`src/rtl/exc_entry_pkg.sv`:
```
// Package: shared constants for the exception entry unit.
// Assumes a 32-bit cause image and 32-bit vectors that are sign-extended later.
package exc_entry_pkg;
    localparam int CAUSE_W      = 32;
    localparam int CAUSE_BD_BIT = 31;
    localparam int CAUSE_CE_LSB = 28;
    localparam int CAUSE_EC_LSB = 2;
    localparam int EXC_CODE_CPU = 11;

    localparam logic [31:0] VEC_RESET     = 32'hBFC0_0000;
    localparam logic [31:0] VEC_BASE_NORM = 32'h8000_0000;
    localparam logic [31:0] VEC_BASE_BOOT = 32'hBFC0_0200;
    localparam logic [31:0] OFS_REFILL32  = 32'h0000_0000;
    localparam logic [31:0] OFS_REFILL64  = 32'h0000_0080;
    localparam logic [31:0] OFS_GENERAL   = 32'h0000_0180;
endpackage

```
`src/rtl/exc_vec_sel.sv`:
```
// Module: picks the handler vector and sign-extends it to XLEN bits.
// Assumes exl_cur is the exception level before the request commits.
module exc_vec_sel
    import exc_entry_pkg::*;
#(
    parameter int XLEN  = 64,
    parameter int VEC_W = 32
) (
    input  logic            boot_vec_sel,
    input  logic            exl_cur,
    input  logic            tlb_refill,
    input  logic            mode64,
    input  logic            rst_nmi_req,
    output logic [XLEN-1:0] vec_out
);
    localparam int EXT_W = XLEN - VEC_W;

    logic [VEC_W-1:0] base;
    logic [VEC_W-1:0] ofs;
    logic [VEC_W-1:0] vec32;

    // Choose base and offset from the selector, the level and the refill width.
    always_comb begin
        base = boot_vec_sel ? VEC_W'(VEC_BASE_BOOT) : VEC_W'(VEC_BASE_NORM);
        if (tlb_refill && !exl_cur)
            ofs = mode64 ? VEC_W'(OFS_REFILL64) : VEC_W'(OFS_REFILL32);
        else
            ofs = VEC_W'(OFS_GENERAL);
        vec32 = rst_nmi_req ? VEC_W'(VEC_RESET) : (base + ofs);
    end

    generate
        if (EXT_W > 0) begin : g_ext
            assign vec_out = {{EXT_W{vec32[VEC_W-1]}}, vec32};
        end else begin : g_noext
            assign vec_out = vec32[XLEN-1:0];
        end
    endgenerate
endmodule

```
`src/rtl/exc_epc_calc.sv`:
```
// Module: forms the PC value to save; a delay-slot fault points back at its branch.
// Assumes fixed-size instructions of INSN_BYTES bytes.
module exc_epc_calc #(
    parameter int XLEN       = 64,
    parameter int INSN_BYTES = 4
) (
    input  logic [XLEN-1:0] cur_pc,
    input  logic            in_delay_slot,
    output logic [XLEN-1:0] epc_val
);
    // Step back one instruction for a delay-slot fault.
    always_comb begin
        epc_val = in_delay_slot ? (cur_pc - XLEN'(INSN_BYTES)) : cur_pc;
    end
endmodule

```
`src/rtl/exc_state_regs.sv`:
```
// Module: holds the cause fields, the saved PC and the exception level.
// Assumes commit is already qualified (reset/NMI excluded) by the parent.
module exc_state_regs
    import exc_entry_pkg::*;
#(
    parameter int XLEN   = 64,
    parameter int CODE_W = 5,
    parameter int CE_W   = 2
) (
    input  logic              clk,
    input  logic              rst_n,
    input  logic              commit,
    input  logic              eret_clr,
    input  logic              bd_in,
    input  logic [CODE_W-1:0] code_in,
    input  logic [CE_W-1:0]   ce_in,
    input  logic [XLEN-1:0]   epc_in,
    output logic              bd_q,
    output logic [CODE_W-1:0] code_q,
    output logic [CE_W-1:0]   ce_q,
    output logic [XLEN-1:0]   epc_q,
    output logic              exl_q
);
    // Cause fields: bd and code on every commit, ce only for coprocessor-unusable.
    always_ff @(posedge clk) begin
        if (!rst_n) begin
            bd_q   <= 1'b0;
            code_q <= '0;
            ce_q   <= '0;
        end else if (commit) begin
            bd_q   <= bd_in;
            code_q <= code_in;
            if (code_in == CODE_W'(EXC_CODE_CPU))
                ce_q <= ce_in;
        end
    end

    // Saved PC: written only when the level was clear.
    always_ff @(posedge clk) begin
        if (!rst_n)
            epc_q <= '0;
        else if (commit && !exl_q)
            epc_q <= epc_in;
    end

    // Exception level: set on commit, cleared by the return path otherwise.
    always_ff @(posedge clk) begin
        if (!rst_n)
            exl_q <= 1'b0;
        else if (commit)
            exl_q <= 1'b1;
        else if (eret_clr)
            exl_q <= 1'b0;
    end
endmodule

```
`src/rtl/exc_entry_unit.sv`:
```
// Top: exception entry. Redirects fetch in the request cycle and commits the
// cause, saved PC and level at the closing edge. Reset/NMI wins and only redirects.
module exc_entry_unit
    import exc_entry_pkg::*;
#(
    parameter int XLEN       = 64,
    parameter int VEC_W      = 32,
    parameter int CODE_W     = 5,
    parameter int CE_W       = 2,
    parameter int INSN_BYTES = 4
) (
    input  logic               clk,
    input  logic               rst_n,
    input  logic               exc_req,
    input  logic [CODE_W-1:0]  exc_code,
    input  logic [CE_W-1:0]    cop_num,
    input  logic [XLEN-1:0]    cur_pc,
    input  logic               in_delay_slot,
    input  logic               tlb_refill,
    input  logic               mode64,
    input  logic               rst_nmi_req,
    input  logic               boot_vec_sel,
    input  logic               eret_clr,
    output logic               redirect_valid,
    output logic [XLEN-1:0]    redirect_pc,
    output logic [XLEN-1:0]    epc,
    output logic               exl,
    output logic [CAUSE_W-1:0] cause_word
);
    logic              commit;
    logic [XLEN-1:0]   epc_val;
    logic              bd_q;
    logic [CODE_W-1:0] code_q;
    logic [CE_W-1:0]   ce_q;

    // Accept an exception only when no reset/NMI competes.
    assign commit         = exc_req && !rst_nmi_req;
    assign redirect_valid = exc_req || rst_nmi_req;

    exc_vec_sel #(.XLEN(XLEN), .VEC_W(VEC_W)) u_vec (
        .boot_vec_sel (boot_vec_sel),
        .exl_cur      (exl),
        .tlb_refill   (tlb_refill),
        .mode64       (mode64),
        .rst_nmi_req  (rst_nmi_req),
        .vec_out      (redirect_pc)
    );

    exc_epc_calc #(.XLEN(XLEN), .INSN_BYTES(INSN_BYTES)) u_epc (
        .cur_pc        (cur_pc),
        .in_delay_slot (in_delay_slot),
        .epc_val       (epc_val)
    );

    exc_state_regs #(.XLEN(XLEN), .CODE_W(CODE_W), .CE_W(CE_W)) u_regs (
        .clk      (clk),
        .rst_n    (rst_n),
        .commit   (commit),
        .eret_clr (eret_clr),
        .bd_in    (in_delay_slot),
        .code_in  (exc_code),
        .ce_in    (cop_num),
        .epc_in   (epc_val),
        .bd_q     (bd_q),
        .code_q   (code_q),
        .ce_q     (ce_q),
        .epc_q    (epc),
        .exl_q    (exl)
    );

    // Assemble the cause image; unnamed bits read zero.
    always_comb begin
        cause_word = '0;
        cause_word[CAUSE_BD_BIT]              = bd_q;
        cause_word[CAUSE_CE_LSB +: CE_W]      = ce_q;
        cause_word[CAUSE_EC_LSB +: CODE_W]    = code_q;
    end
endmodule

```
`config.mk`:
```
export PLATFORM = sky130hd
export DESIGN_NAME = exc_entry_unit
export DESIGN_NICKNAME = d
export VERILOG_FILES = /design/src/rtl/exc_entry_pkg.sv /design/src/rtl/exc_vec_sel.sv /design/src/rtl/exc_epc_calc.sv /design/src/rtl/exc_state_regs.sv /design/src/rtl/exc_entry_unit.sv
export SDC_FILE = /design/constraint.sdc
export NUM_CORES = 1
export LEC_CHECK = 0
export BUFFER_PORTS_ARGS = -buffer_cell sky130_fd_sc_hd__buf_2
export CORE_MARGIN = 4
export CORE_UTILIZATION = 49
export CTS_BUF_LIST = sky130_fd_sc_hd__clkbuf_16
export DETAILED_ROUTE_END_ITERATION = 7
export PLACE_DENSITY = 0.87
export SETUP_SLACK_MARGIN = 0.15
export SKIP_LAST_GASP = 1
export SYNTH_ARGS = -nofsm -noshare
export SYNTH_HDL_FRONTEND = slang
export SYNTH_SLANG_ARGS = --single-unit
```
`constraint.sdc`:
```
create_clock -name clk -period 4.1 [get_ports clk]
set_input_delay 0.205 -clock clk [delete_from_list [all_inputs] [get_ports clk]]
set_output_delay 0.205 -clock clk [all_outputs]
set_load 0.02 [all_outputs]
```
# Yosys cells after proc, flatten, opt, wreduce, memory -nomap -nowiden

Cells that the tools add are included.

Bits in registers: 73
Input port bits: 80

$add $sub $neg: 2
Equality and inequality tests: 1
Mux-type cells: 7
Reduce and logical (&&, ||, !) cells: 8

Operator list:

| cell                  | count |
|---|---|
| $mux 32               | 2 |
| $mux 64               | 1 |
| $sub 64x3->64 const B | 1 |
| $add 32x32->32        | 1 |
| $mux 30               | 1 |
| $mux 8                | 1 |
| $eq 5x4->1 const B    | 1 |
| $logic_and 1x1->1     | 3 |
| $logic_not 1->1       | 2 |
| $mux 1                | 2 |
| $reduce_and 2->1      | 1 |
| $reduce_bool 2->1     | 1 |
| $logic_or 1x1->1      | 1 |

# Logic depth before layout (Yosys ltp)

Depth after elaboration: 5
Depth in mapped cells: 9
Depth with buffers taken out: 8

# Hierarchy

Synthesis repeated with hierarchy kept, for this count alone.

Cell total of the unflattened synthesis: 605
Area, all modules: 4872.2 µm²

By module, submodules not included:

| module         | times used | cells each | area each (µm²) | sequential area each (µm²) |
|---|---|---|---|---|
| exc_state_regs | 1          | 313        | 2856.5          | 1461.4 |
| exc_epc_calc   | 1          | 196        | 1322.5          | 0.0 |
| exc_vec_sel    | 1          | 68         | 489.2           | 0.0 |
| exc_entry_unit | 1          | 28         | 203.9           | 0.0 |

# Least setup slack after synthesis

Ideal clock, no wire load.

Path type: input to register
Start: input port cur_pc[22]
End: register u_regs.epc_q[45]
Arrival time: 2219 ps
Data required time: 3970 ps
Slack: 1750 ps
Stages on the path: 8
Path buffers: 2
Cell sequence: or4_1 -> or3_4 -> or3_1 -> buf_6 -> buf_6 -> nor4_2 -> xnor2_1 -> a21oi_2

Longest elaborated chain between the ends: 2

RTL lines:

| what                 | line                 | text |
|---|---|---|
| from (decl)          | exc_entry_unit.sv:17 | `input logic [XLEN-1:0] cur_pc,` |
| $sub 64x3->64        | exc_epc_calc.sv:13   | `epc_val = in_delay_slot ? (cur_pc - XLEN'(INSN_BYTES)) : cur_pc;` |
| $mux 64              | exc_epc_calc.sv:13   |  |
| to (signal assigned) | exc_state_regs.sv:43 | `epc_q <= epc_in;` |
| to (decl)            | exc_state_regs.sv:21 | `output logic [XLEN-1:0] epc_q,` |

Every way passes these cells.
A chain may end at the register's enable or synchronous reset.

# Final worst setup path

Start: input port cur_pc[2]
End: register u_regs.epc_q[30]

The elaborated chain is that of the path after synthesis.

==> impl_metrics.xml <==
<?xml version="1.0" encoding="UTF-8"?>
<metrics>
  <group name="global_route">
    <metric name="first_pass_grt_wire_length" unit="mm">17.55</metric>
    <metric name="antenna_found_initial" unit="">0</metric>
    <metric name="grt_start_max_net_pins" unit="">52</metric>
    <metric name="grt_overflow_total" unit="">0</metric>
    <metric name="vias_in_the_first_global_route" unit="">3771</metric>
    <metric name="track_usage" unit="%">20.67</metric>
  </group>
  <group name="cts">
    <metric name="cts_inserted_buffers" unit="">9</metric>
    <metric name="clock_tree.root_cell" unit="">clkbuf_16</metric>
    <metric name="post_cts.resized_instances" unit="">0</metric>
    <metric name="clock_path_buffers" unit="">2</metric>
    <metric name="cts-hold-fix-buffers" unit="">0</metric>
    <metric name="cts_tree" unit="">built</metric>
    <metric name="cts_sinks" unit="">73</metric>
    <metric name="cts_setup_buffers" unit="">0</metric>
    <metric name="worst_skew_pair.late_latency" unit="ps">320</metric>
    <metric name="h_tree_levels" unit="">3</metric>
    <metric name="cts_clock_pin_slew_for_the_worst_setup_and_hold_paths" unit="ps">60</metric>
  </group>
  <group name="critical_path">
    <metric name="timing.critical_path.arrival" unit="ps">3210</metric>
    <metric name="critical_path_class" unit="">input port to flop</metric>
    <metric name="r2r_end" unit="">u_regs.epc_q[13]</metric>
    <metric name="critical_path.max_fanout" unit="">12</metric>
    <metric name="cp-end-kind" unit="">flop</metric>
    <metric name="timing.reg2reg.setup_slack" unit="ps">2110</metric>
    <metric name="setup.worst_path.start" unit="">cur_pc[2]</metric>
    <metric name="critical_path_required" unit="ps">4350</metric>
    <metric name="regToRegStartpoint" unit="">u_regs.exl_q</metric>
    <metric name="worstSetupStartpointType" unit="">input port</metric>
    <metric name="r2r_cells" unit="">4</metric>
  </group>
  <group name="sta">
    <metric name="finalMaxSlewViolations" unit="">0</metric>
    <metric name="fmax" unit="MHz">337.8</metric>
    <metric name="timing.hold.ws" unit="ps">130.9</metric>
    <metric name="hold_viol" unit="">0</metric>
    <metric name="maxSlewHeadroom" unit="%">33.36</metric>
    <metric name="fin_tns_setup" unit="ps">0</metric>
    <metric name="final_min_period_over_clock_period" unit="%">72.20</metric>
    <metric name="worst_pin_slew" unit="ps">990.5</metric>
    <metric name="setup_viol" unit="">0</metric>
    <metric name="finClkSkew" unit="ps">4.259</metric>
    <metric name="fin_ws" unit="ps">1140</metric>
    <metric name="final.min_clock_period" unit="ps">2960</metric>
    <metric name="rsz_0062_raised_after_global_routing" unit="">no</metric>
  </group>
  <group name="floorplanning">
    <metric name="pin_count" unit="">242</metric>
    <metric name="floorplan.initialDensity" unit="%">50.56</metric>
    <metric name="core-area" unit="sq um">8721</metric>
    <metric name="design.die.area" unit="sq um">10580</metric>
    <metric name="die_h" unit="microns">102.9</metric>
    <metric name="number_of_placement_rows" unit="">34</metric>
    <metric name="die-width" unit="microns">102.9</metric>
  </group>
  <group name="logic_synthesis">
    <metric name="synth-seq-cells" unit="">73</metric>
    <metric name="yosysTopAreaCell" unit="">dfxtp_1</metric>
    <metric name="synth_edf_count" unit="">0</metric>
    <metric name="synthesis.area_per_instance" unit="sq um">8.061</metric>
    <metric name="async_reset_ff_share" unit="%">0</metric>
    <metric name="dominantRegCellSynth" unit="">dfxtp_1</metric>
    <metric name="leading_post_synthesis_cells_by_cell_area" unit="">dfxtp_1 33%, buf_4 15%, xnor2_1 6.0%, a21oi_1 5.4%, xor2_1 5.4%</metric>
    <metric name="synthesis.instances" unit="">547</metric>
    <metric name="yosysTopAreaCellShare" unit="%">33.14</metric>
    <metric name="ys_seq_area_share" unit="%">33.14</metric>
    <metric name="synth.lib_cells_used.distinct" unit="">42</metric>
    <metric name="post_syn_area" unit="sq um">4409</metric>
    <metric name="synth-warning-count" unit="">0</metric>
  </group>
  <group name="layout">
    <metric name="final_util" unit="%">60.22</metric>
    <metric name="postLayoutCellArea" unit="sq um">5251</metric>
    <metric name="final_nets" unit="">769</metric>
    <metric name="area.growth.synth_to_final" unit="%">19.10</metric>
    <metric name="insertedDiodeCount" unit="">0</metric>
    <metric name="fillers" unit="">776</metric>
    <metric name="post_route_cells_drive_above_1_share" unit="%">28.72</metric>
    <metric name="final-instance-count-excl-fill" unit="">801</metric>
  </group>
  <group name="hold_path">
    <metric name="min_delay_endpoint" unit="">u_regs.epc_q[0]</metric>
    <metric name="min_delay_path_depth" unit="">3</metric>
    <metric name="min-delay-path-class" unit="">input port to flop</metric>
    <metric name="min_from" unit="">cur_pc[0]</metric>
  </group>
  <group name="pwr">
    <metric name="finalPower" unit="mW">2.035</metric>
    <metric name="power_leakage" unit="nW">2.285</metric>
    <metric name="power_density_normalized_to_cell_area" unit="nW/um^2">387.4</metric>
    <metric name="power.ir.vdd_worst" unit="mV">0.2043</metric>
  </group>
  <group name="placed_design">
    <metric name="io_buffers" unit="">164</metric>
    <metric name="dpl-instance-area" unit="sq um">4917</metric>
    <metric name="routabilityCongestion" unit="">0.8893</metric>
    <metric name="dpl.cell_count" unit="">785</metric>
    <metric name="detailedPlace.worstSlack" unit="ps">850.8</metric>
    <metric name="detailed_place_hpwl" unit="mm">9.055</metric>
  </group>
  <group name="detailed_routing">
    <metric name="drt-vias-per-instance" unit="">5.170</metric>
    <metric name="detail_route.wirelength" unit="mm">11.73</metric>
    <metric name="drt-pass1-iter-count" unit="">4</metric>
    <metric name="drt_first_iter_violations" unit="">154</metric>
    <metric name="ant_nets" unit="">0</metric>
    <metric name="detail_route.wl_per_cell" unit="microns">14.64</metric>
    <metric name="dr_total_vias" unit="">4141</metric>
    <metric name="drc" unit="">0</metric>
  </group>
  <group name="flow_run">
    <metric name="maxCapViolations" unit="">0</metric>
  </group>
  <group name="outcome">
    <metric name="run_status" unit="">completed</metric>
  </group>
</metrics>
## state kept, by name, summed over array words and instances (netlist names)
name           count
u_regs.ce_q        2
u_regs.epc_q      64
u_regs.code_q      5
u_regs.bd_q        1
u_regs.exl_q       1
## power breakdown
part / switching, mW / leakage, nW / internal (mW)
clock network: 0.287 / 0.158 / 0.588
registers: 0.0229 / 0.600 / 0.756
logic: 0.266 / 1.53 / 0.114
## routing by layer
metal	routed length [microns]	track usage, %	up-vias
li1	-	-	2038
met5	0	0	-
met4	133	6.175	0
met2	5958	36.64	167
met3	978	4.330	15
met1	4661	25.18	1921
## how the worst max path moves through the flow
stage                             to  slack, ps  cells after the start
floorplan           u_regs.epc_q[45]       1750                      8
global placement    u_regs.epc_q[30]       1060                      9
detailed placement  u_regs.epc_q[30]        850                      9
CTS                 u_regs.epc_q[30]       1160                      9
global route        u_regs.epc_q[30]        940                      9
finish              u_regs.epc_q[30]       1140                      9
## worst max-delay path, cell delays in order
cell and delay [ps]:
buf_2 120, inv_1 50, ha_1 160, nor4bb_1 650, nand3b_1 430, nor4_4 750
nand2_1 230, or4_1 450, a31oi_1 160
## cell families (layout without fill, tap and decap cells)
kind of cell | Yosys count | after routing | synth area share [%]
simple gates | 174 | 174 | 21.77
xor+xnor | 57 | 57 | 11.32
flops | 73 | 73 | 33.14
other cells | 2 | 77 | 0.1703
mux | 2 | 2 | 0.4540
buf+inv | 117 | 188 | 17.65
compound gates | 121 | 121 | 15.21
fa+ha+maj | 1 | 1 | 0.2837
## synthesized netlist by cell type (2+ instances only)
library cell	number
nand4_1	7
buf_6	2
nand2b_1	3
nor4b_1	2
or2_2	4
or3_1	12
clkbuf_1	21
nor2_1	38
a21oi_2	3
a211oi_1	16
xor2_1	27
or4_1	7
dfxtp_1	73
nand2_1	39
nor3_1	16
buf_1	2
a21oi_1	48
nor4_2	5
buf_4	86
nor2b_1	4
a31oi_1	4
inv_1	4
nor4_1	12
nor4bb_1	2
nand3_1	14
nand3b_1	2
nor4_4	2
conb_1	2
o21ai_0	47
xnor2_1	30
mux2i_1	2
## area by class of cell
class                      count  area [sq um]  share of cell area, %
sequential                    73          1461                  27.83
clock inverter                 7         108.9                  2.073
tap                          108         135.1                  2.573
inverter                       5         18.77                 0.3574
multi-input combinational    432          2459                  46.82
timing repair buffer         167         843.3                  16.06
clock buffer                   9         225.2                  4.289
## placed cells by master, fill, tap and decap left out, types with 2 or more instances in the layout
| cell | instances |
|---|---|
| or2_2 | 4 |
| a21oi_1 | 48 |
| nor2_1 | 37 |
| nor3_1 | 16 |
| a21oi_2 | 3 |
| nor4_2 | 5 |
| buf_4 | 3 |
| bufinv_16 | 3 |
| clkinv_1 | 3 |
| inv_1 | 4 |
| or4_1 | 7 |
| a211oi_1 | 16 |
| a31oi_1 | 4 |
| nor4_4 | 2 |
| nor2b_1 | 4 |
| nand3b_1 | 2 |
| nand3_1 | 14 |
| o21ai_0 | 47 |
| xor2_1 | 27 |
| mux2i_1 | 2 |
| buf_2 | 164 |
| nor4b_1 | 2 |
| clkbuf_16 | 9 |
| nor4_1 | 12 |
| nand4_1 | 7 |
| nand2b_1 | 3 |
| xnor2_1 | 30 |
| nand2_1 | 39 |
| conb_1 | 77 |
| nor4bb_1 | 2 |
| or3_1 | 12 |
| dfxtp_1 | 73 |
(Power assumes the default switching activity.)
